<file path="src/rtl/irq_router_pkg.sv">
package irq_router_pkg;
   // Width needed to index n items, never below one bit.
   function automatic int idx_w(input int n);
      return (n > 1) ? $clog2(n) : 1;
   endfunction
endpackage

</file>
<file path="src/rtl/irq_pend.sv">
module irq_pend #(
   parameter int N_SRC = 16
) (
   input  logic             clk,
   input  logic             rst_n,
   input  logic [N_SRC-1:0] req,
   input  logic [N_SRC-1:0] en,
   input  logic [N_SRC-1:0] clr,
   output logic [N_SRC-1:0] pend
);
   logic [N_SRC-1:0] req_q;
   logic [N_SRC-1:0] rise;

   assign rise = req & ~req_q & en;

   always_ff @(posedge clk or negedge rst_n) begin
      if (!rst_n) begin
         req_q <= '0;
         pend  <= '0;
      end else begin
         req_q <= req;
         pend  <= (pend & ~clr) | rise;
      end
   end
endmodule

</file>
<file path="src/rtl/irq_lvl_arb.sv">
module irq_lvl_arb
   import irq_router_pkg::*;
#(
   parameter int N_SRC = 16,
   parameter int N_LVL = 4,
   localparam int ID_W  = idx_w(N_SRC),
   localparam int LVL_W = idx_w(N_LVL)
) (
   input  logic [N_SRC-1:0]       cand,
   input  logic [N_SRC*LVL_W-1:0] lvl,
   output logic                   any,
   output logic [ID_W-1:0]        win
);
   logic [N_SRC-1:0] filt;

   generate
      if (N_LVL == 1) begin : g_flat
         assign filt = cand;
      end else begin : g_grouped
         logic [N_SRC-1:0] lvl_mask [N_LVL];
         logic [LVL_W-1:0] best;
         always_comb begin
            for (int l = 0; l < N_LVL; l++) begin
               for (int s = 0; s < N_SRC; s++) begin
                  lvl_mask[l][s] = cand[s] && (lvl[s*LVL_W +: LVL_W] == LVL_W'(l));
               end
            end
            best = '0;
            for (int l = N_LVL - 1; l >= 0; l--) begin
               if (|lvl_mask[l]) best = LVL_W'(l);
            end
            filt = '0;
            for (int s = 0; s < N_SRC; s++) begin
               filt[s] = cand[s] && (lvl[s*LVL_W +: LVL_W] == best);
            end
         end
      end
   endgenerate

   always_comb begin
      any = |filt;
      win = '0;
      for (int s = N_SRC - 1; s >= 0; s--) begin
         if (filt[s]) win = ID_W'(s);
      end
   end
endmodule

</file>
<file path="src/rtl/irq_core_port.sv">
module irq_core_port
   import irq_router_pkg::*;
#(
   parameter int N_SRC = 16,
   localparam int ID_W = idx_w(N_SRC)
) (
   input  logic            clk,
   input  logic            rst_n,
   input  logic            allow,
   input  logic            arb_any,
   input  logic [ID_W-1:0] arb_win,
   input  logic            ack,
   output logic            vld,
   output logic [ID_W-1:0] id,
   output logic            take
);
   assign take = vld & ack;

   always_ff @(posedge clk or negedge rst_n) begin
      if (!rst_n) begin
         vld <= 1'b0;
         id  <= '0;
      end else if (vld) begin
         if (ack) vld <= 1'b0;
      end else if (allow && arb_any) begin
         vld <= 1'b1;
         id  <= arb_win;
      end
   end
endmodule

</file>
<file path="src/rtl/irq_router.sv">
module irq_router
   import irq_router_pkg::*;
#(
   parameter int N_SRC  = 16,
   parameter int N_CORE = 2,
   parameter int N_LVL  = 4,
   localparam int ID_W  = idx_w(N_SRC),
   localparam int TGT_W = idx_w(N_CORE),
   localparam int LVL_W = idx_w(N_LVL)
) (
   input  logic                    clk,
   input  logic                    rst_n,
   input  logic                    glob_en,
   input  logic [N_CORE-1:0]       core_en,
   input  logic [N_SRC-1:0]        src_en,
   input  logic [N_SRC*TGT_W-1:0]  src_tgt,
   input  logic [N_SRC*LVL_W-1:0]  src_lvl,
   input  logic [N_SRC-1:0]        src_req,
   input  logic [N_CORE-1:0]       core_ack,
   output logic [N_CORE-1:0]       core_vld,
   output logic [N_CORE*ID_W-1:0]  core_id
);
   initial begin
      if (N_SRC < 2)  $error("irq_router: N_SRC must be at least 2");
      if (N_CORE < 1) $error("irq_router: N_CORE must be at least 1");
      if (N_LVL < 1)  $error("irq_router: N_LVL must be at least 1");
   end

   logic [N_SRC-1:0]  pend;
   logic [N_SRC-1:0]  clr;
   logic [N_SRC-1:0]  held;
   logic [N_CORE-1:0] take;
   logic [ID_W-1:0]   id_w [N_CORE];

   irq_pend #(.N_SRC(N_SRC)) u_pend (
      .clk  (clk),
      .rst_n(rst_n),
      .req  (src_req),
      .en   (src_en),
      .clr  (clr),
      .pend (pend)
   );

   // Sources on display anywhere are withheld from every arbiter, and
   // an acknowledge retires the displayed source.
   always_comb begin
      held = '0;
      clr  = '0;
      for (int c = 0; c < N_CORE; c++) begin
         for (int s = 0; s < N_SRC; s++) begin
            if (core_vld[c] && (id_w[c] == ID_W'(s))) held[s] = 1'b1;
            if (take[c] && (id_w[c] == ID_W'(s)))     clr[s]  = 1'b1;
         end
      end
   end

   generate
      for (genvar c = 0; c < N_CORE; c++) begin : g_core
         logic [N_SRC-1:0] cand;
         logic             arb_any;
         logic [ID_W-1:0]  arb_win;

         always_comb begin
            for (int s = 0; s < N_SRC; s++) begin
               cand[s] = pend[s] && src_en[s] && !held[s] &&
                         (src_tgt[s*TGT_W +: TGT_W] == TGT_W'(c));
            end
         end

         irq_lvl_arb #(.N_SRC(N_SRC), .N_LVL(N_LVL)) u_arb (
            .cand(cand),
            .lvl (src_lvl),
            .any (arb_any),
            .win (arb_win)
         );

         irq_core_port #(.N_SRC(N_SRC)) u_port (
            .clk    (clk),
            .rst_n  (rst_n),
            .allow  (glob_en && core_en[c]),
            .arb_any(arb_any),
            .arb_win(arb_win),
            .ack    (core_ack[c]),
            .vld    (core_vld[c]),
            .id     (id_w[c]),
            .take   (take[c])
         );

         assign core_id[c*ID_W +: ID_W] = id_w[c];
      end
   endgenerate
endmodule

</file>
<file path="config.mk">
export PLATFORM = sky130hd
export DESIGN_NAME = irq_router
export DESIGN_NICKNAME = d
export VERILOG_FILES = /design/src/rtl/irq_router_pkg.sv /design/src/rtl/irq_pend.sv /design/src/rtl/irq_lvl_arb.sv /design/src/rtl/irq_core_port.sv /design/src/rtl/irq_router.sv
export SDC_FILE = /design/constraint.sdc
export NUM_CORES = 1
export LEC_CHECK = 0
export ABC_AREA = 1
export ABC_CLOCK_PERIOD_IN_PS = 3000
export BUFFER_PORTS_ARGS = -buffer_cell sky130_fd_sc_hd__buf_2
export CAP_MARGIN = 20
export CORE_MARGIN = 5
export CORE_UTILIZATION = 41
export CTS_BUF_LIST = sky130_fd_sc_hd__clkbuf_16
export CTS_CLUSTER_DIAMETER = 50
export DETAILED_ROUTE_END_ITERATION = 6
export PLACE_DENSITY = 0.69
export REMOVE_ABC_BUFFERS = 1
export SETUP_SLACK_MARGIN = 0.3
export SYNTH_ARGS = -nofsm -noshare
export SYNTH_HDL_FRONTEND = slang
export SYNTH_SLANG_ARGS = --single-unit
</file>
<file path="constraint.sdc">
create_clock -name clk -period 3 [get_ports clk]
set_input_delay 0 -clock clk [delete_from_list [all_inputs] [get_ports clk]]
set_output_delay 0 -clock clk [all_outputs]
set_load 0.01 [all_outputs]
</file>
==> impl_metrics.csv <==
group,metric,value,unit
timing,tns,-2.95,ns
place,io_buffers,96,
power,power,5.25,mW
timing,skew,0.00576,ns
yosys,synth.most_common_cell,"nand2_1",
timing,fin_crit,3.43,ns
yosys,syn_area_per_cell,5.41,µm²
layout,drive_above_1_share,0.312,
yosys,yosys.area.top_type,"dfrtp_1",
clock_tree,cts_sinks,42,
layout,synthToLayoutAreaGrowth,57.1,%
clock_tree,clk_pin_slew,0.06,ns
timing,whs,-0.0107,ns
floorplanning,fp.coreArea,12600,µm²
global_routing,grt_overflow,0,
setup_path,critPathKind,"reg2reg",
detailed_routing,dr.pass1.iters,7,
min_path,worstHoldPathType,"in2reg",
yosys,syn_inst,969,
timing,finalCritPeriodShare,1.14,
yosys,synth_area_leaders,"dfrtp_1 20%, nand2_1 17%, nor2_1 17%",
clock_tree,ctsLongestPathBuffers,2,
detailed_routing,first_iter_violations,728,
yosys,ys.flop_type,"dfrtp_1",
yosys,synth_seq_cells,42,
yosys,synth_top_cell_area_share,0.200,
layout,n_antenna_cell,0,
setup_path,cp_max_fo,8,
clock_tree,cts_tree,"yes",
timing,rsz0062_at_grt,"true",
clock_tree,cts_root_buf,"clkbuf_16",
floorplanning,dieHeight,123,µm
detailed_routing,final_antenna_net_count,0,
detailed_routing,wl_met2,10300,µm
yosys,yosysSeqAreaShare,0.200,
yosys,ys_types,35,
detailed_routing,routed_via_density,5.17,
setup_path,cp_data_arrival_time,3.61,ns
global_routing,grt_pass1_vias,7028,
layout,final_area,8240,µm²
yosys,synth_commonest_cells,"244 x nand2_1, 238 x nor2_1, 133 x inv_1",
yosys,netlist_area,5240,µm²
global_routing,grt_max_degree,43,
floorplanning,die_w,123,µm
power,leakage,4.38,nW
setup_path,cp-start-kind,"flip-flop",
power,power_density,637,nW/µm²
timing,timing.fmax,291,MHz
clock_tree,ctsHtreeMaxLevel,2,
global_routing,grt_antenna_before_repair,0,
detailed_routing,drt_drc_violations_left,0,
place,place.gp.congestion,1.02,
clock_tree,clkLatencyLatePin,0.29,ns
setup_path,end_kind,"flip-flop",
timing,drv_slew,0,
setup_path,required,3.18,ns
timing,setup_viol,10,
power,max-vdd-ir-drop,434,µV
place,dp_hpwl,17000,µm
timing,hold_viol_final,1,
yosys,ys_warn_count,0,
detailed_routing,wirelength,22500,µm
yosys,synth_edf_count,0,
detailed_routing,top_layer_used,"met4",
timing,worst_pin_slew,0.931,ns
global_routing,grt_first_pass_wirelength,35000,µm
floorplanning,rows,41,
clock_tree,cts_buffers,5,
flow_run,maxCapViolations,0,
floorplanning,die_area,15100,µm²
place,place_area,6800,µm²
yosys,async_reset_ff_frac,1.00,
global_routing,grt_usage,0.297,
outcome,status,"finished with violations",
timing,relSlewSlack,0.380,
detailed_routing,wl_per_cell,15.6,µm
detailed_routing,route.vias.total,7450,
outcome,violations,"hold timing, setup timing",
detailed_routing,wl_met3,1690,µm
floorplanning,io_pins,97,
timing,worst_slack,-0.431,ns
detailed_routing,wl_met1,9470,µm
floorplanning,start_util,0.417,
layout,nets,1355,
-- placed cells by master (no fill, tap or decap), types with 16 or more instances in the layout --
cell / instances
buf_2: 96
buf_4: 151
buf_6: 16
dfrtp_1: 34
dlygate4sd3_1: 33
inv_1: 126
nand2_1: 232
nand3_1: 100
nand3_2: 19
nand4_1: 40
nor2_1: 215
nor2_2: 23
xor2_1: 26
-- cell type report --
class                      count  area, µm²
inverter                     139        529
multi-input combinational    780       4060
clock inverter                 3       41.3
tap                          172        215
sequential                    42       1060
fill                        1118       4330
timing repair buffer         300       2200
clock buffer                   5        125
-- state kept, by name, summed over array words and instances, names as in the netlist --
register           flops
g_core.u_port.id       8
g_core.u_port.vld      2
u_pend.pend           16
u_pend.req_q          16
-- path summary, 6_finish.rpt --
| path | start | endpoint | slack (ns) | cells past startpoint |
|---|---|---|---|---|
| setup reg to reg | g_core[0].u_port.id[0]$_DFFE_PN0P_ | g_core[1].u_port.id[0]$_DFFE_PN0P_ | -0.43 | 23 |
| hold / removal | src_en[3] | u_pend.pend[3]$_DFF_PN0_ | -0.01 | 3 |
| setup / recovery | g_core[0].u_port.id[0]$_DFFE_PN0P_ | g_core[1].u_port.id[0]$_DFFE_PN0P_ | -0.43 | 23 |
| hold reg to reg | u_pend.req_q[1]$_DFF_PN0_ | u_pend.pend[1]$_DFF_PN0_ | 0.43 | 1 |
| max in group asynchronous | rst_n | g_core[1].u_port.id[2]$_DFFE_PN0P_ | 1.96 | 2 |
| min in group asynchronous | rst_n | u_pend.pend[9]$_DFF_PN0_ | 0.39 | 2 |
-- where the power goes --
group | total [mW] | internal [mW] | leakage, nW | switching [mW]
Sequential | 0.881 | 0.714 | 0.453 | 0.168
Clock | 0.618 | 0.390 | 0.0812 | 0.228
Combinational | 3.75 | 1.64 | 3.84 | 2.10
-- metal layers --
layer | GRT usage | vias to the layer above
met5 | 0 | -
met4 | 0.115 | 0
met3 | 0.0499 | 56
met2 | 0.488 | 333
met1 | 0.389 | 3366
li1 | - | 3695
-- cell families after synthesis --
group,after synthesis,synth area share
buffers and inverters,148,0.111
AND/OR/NAND/NOR,693,0.569
XOR/XNOR,30,0.0501
AO/OA/AOI/OAI,56,0.0692
flip-flops,42,0.200
-- per-stage QoR --
step / worst slack (ns) / utilization / std cells
6_report: -0.431 / 0.655 / 1441
2_1_floorplan: 0.0750 / - / 960
3_5_place_dp: -0.528 / 0.541 / 1346
5_1_grt: -0.635 / 0.655 / 1441
3_3_place_gp: -0.465 / 0.541 / 1346
4_1_cts: -0.256 / 0.640 / 1436
-- repair_timing --
item / in CTS / in global routing
hold buffers: 33 / 0
endpoints found under the setup margin: 10 / 10
endpoints found under the hold margin: 75 / 0
gates resized for setup: 101 / 45
pin swaps: 35 / 34
buffers inserted: 48 / 5
cloned: 1 / 0
-- critical path, cell delays in order (launching register included) --
cell and delay, ns:
dfrtp_2 0.46, buf_6 0.14, nor2_4 0.23, nand3_2 0.16, nand4_1 0.24, nor2_1 0.08, nor2_1 0.11, nand2_1 0.08
nor2_2 0.14, nand2_1 0.06, nand2_1 0.10, nand2_4 0.08, nand2_8 0.11, buf_12 0.14, xor2_2 0.16, nor3_2 0.06
nor2_1 0.14, nand3_1 0.12, o31ai_2 0.26, nand2_2 0.17, inv_2 0.13, nor2_1 0.04, nand2_1 0.06, nand2_1 0.05
Power figures use the tool's default switching activity.
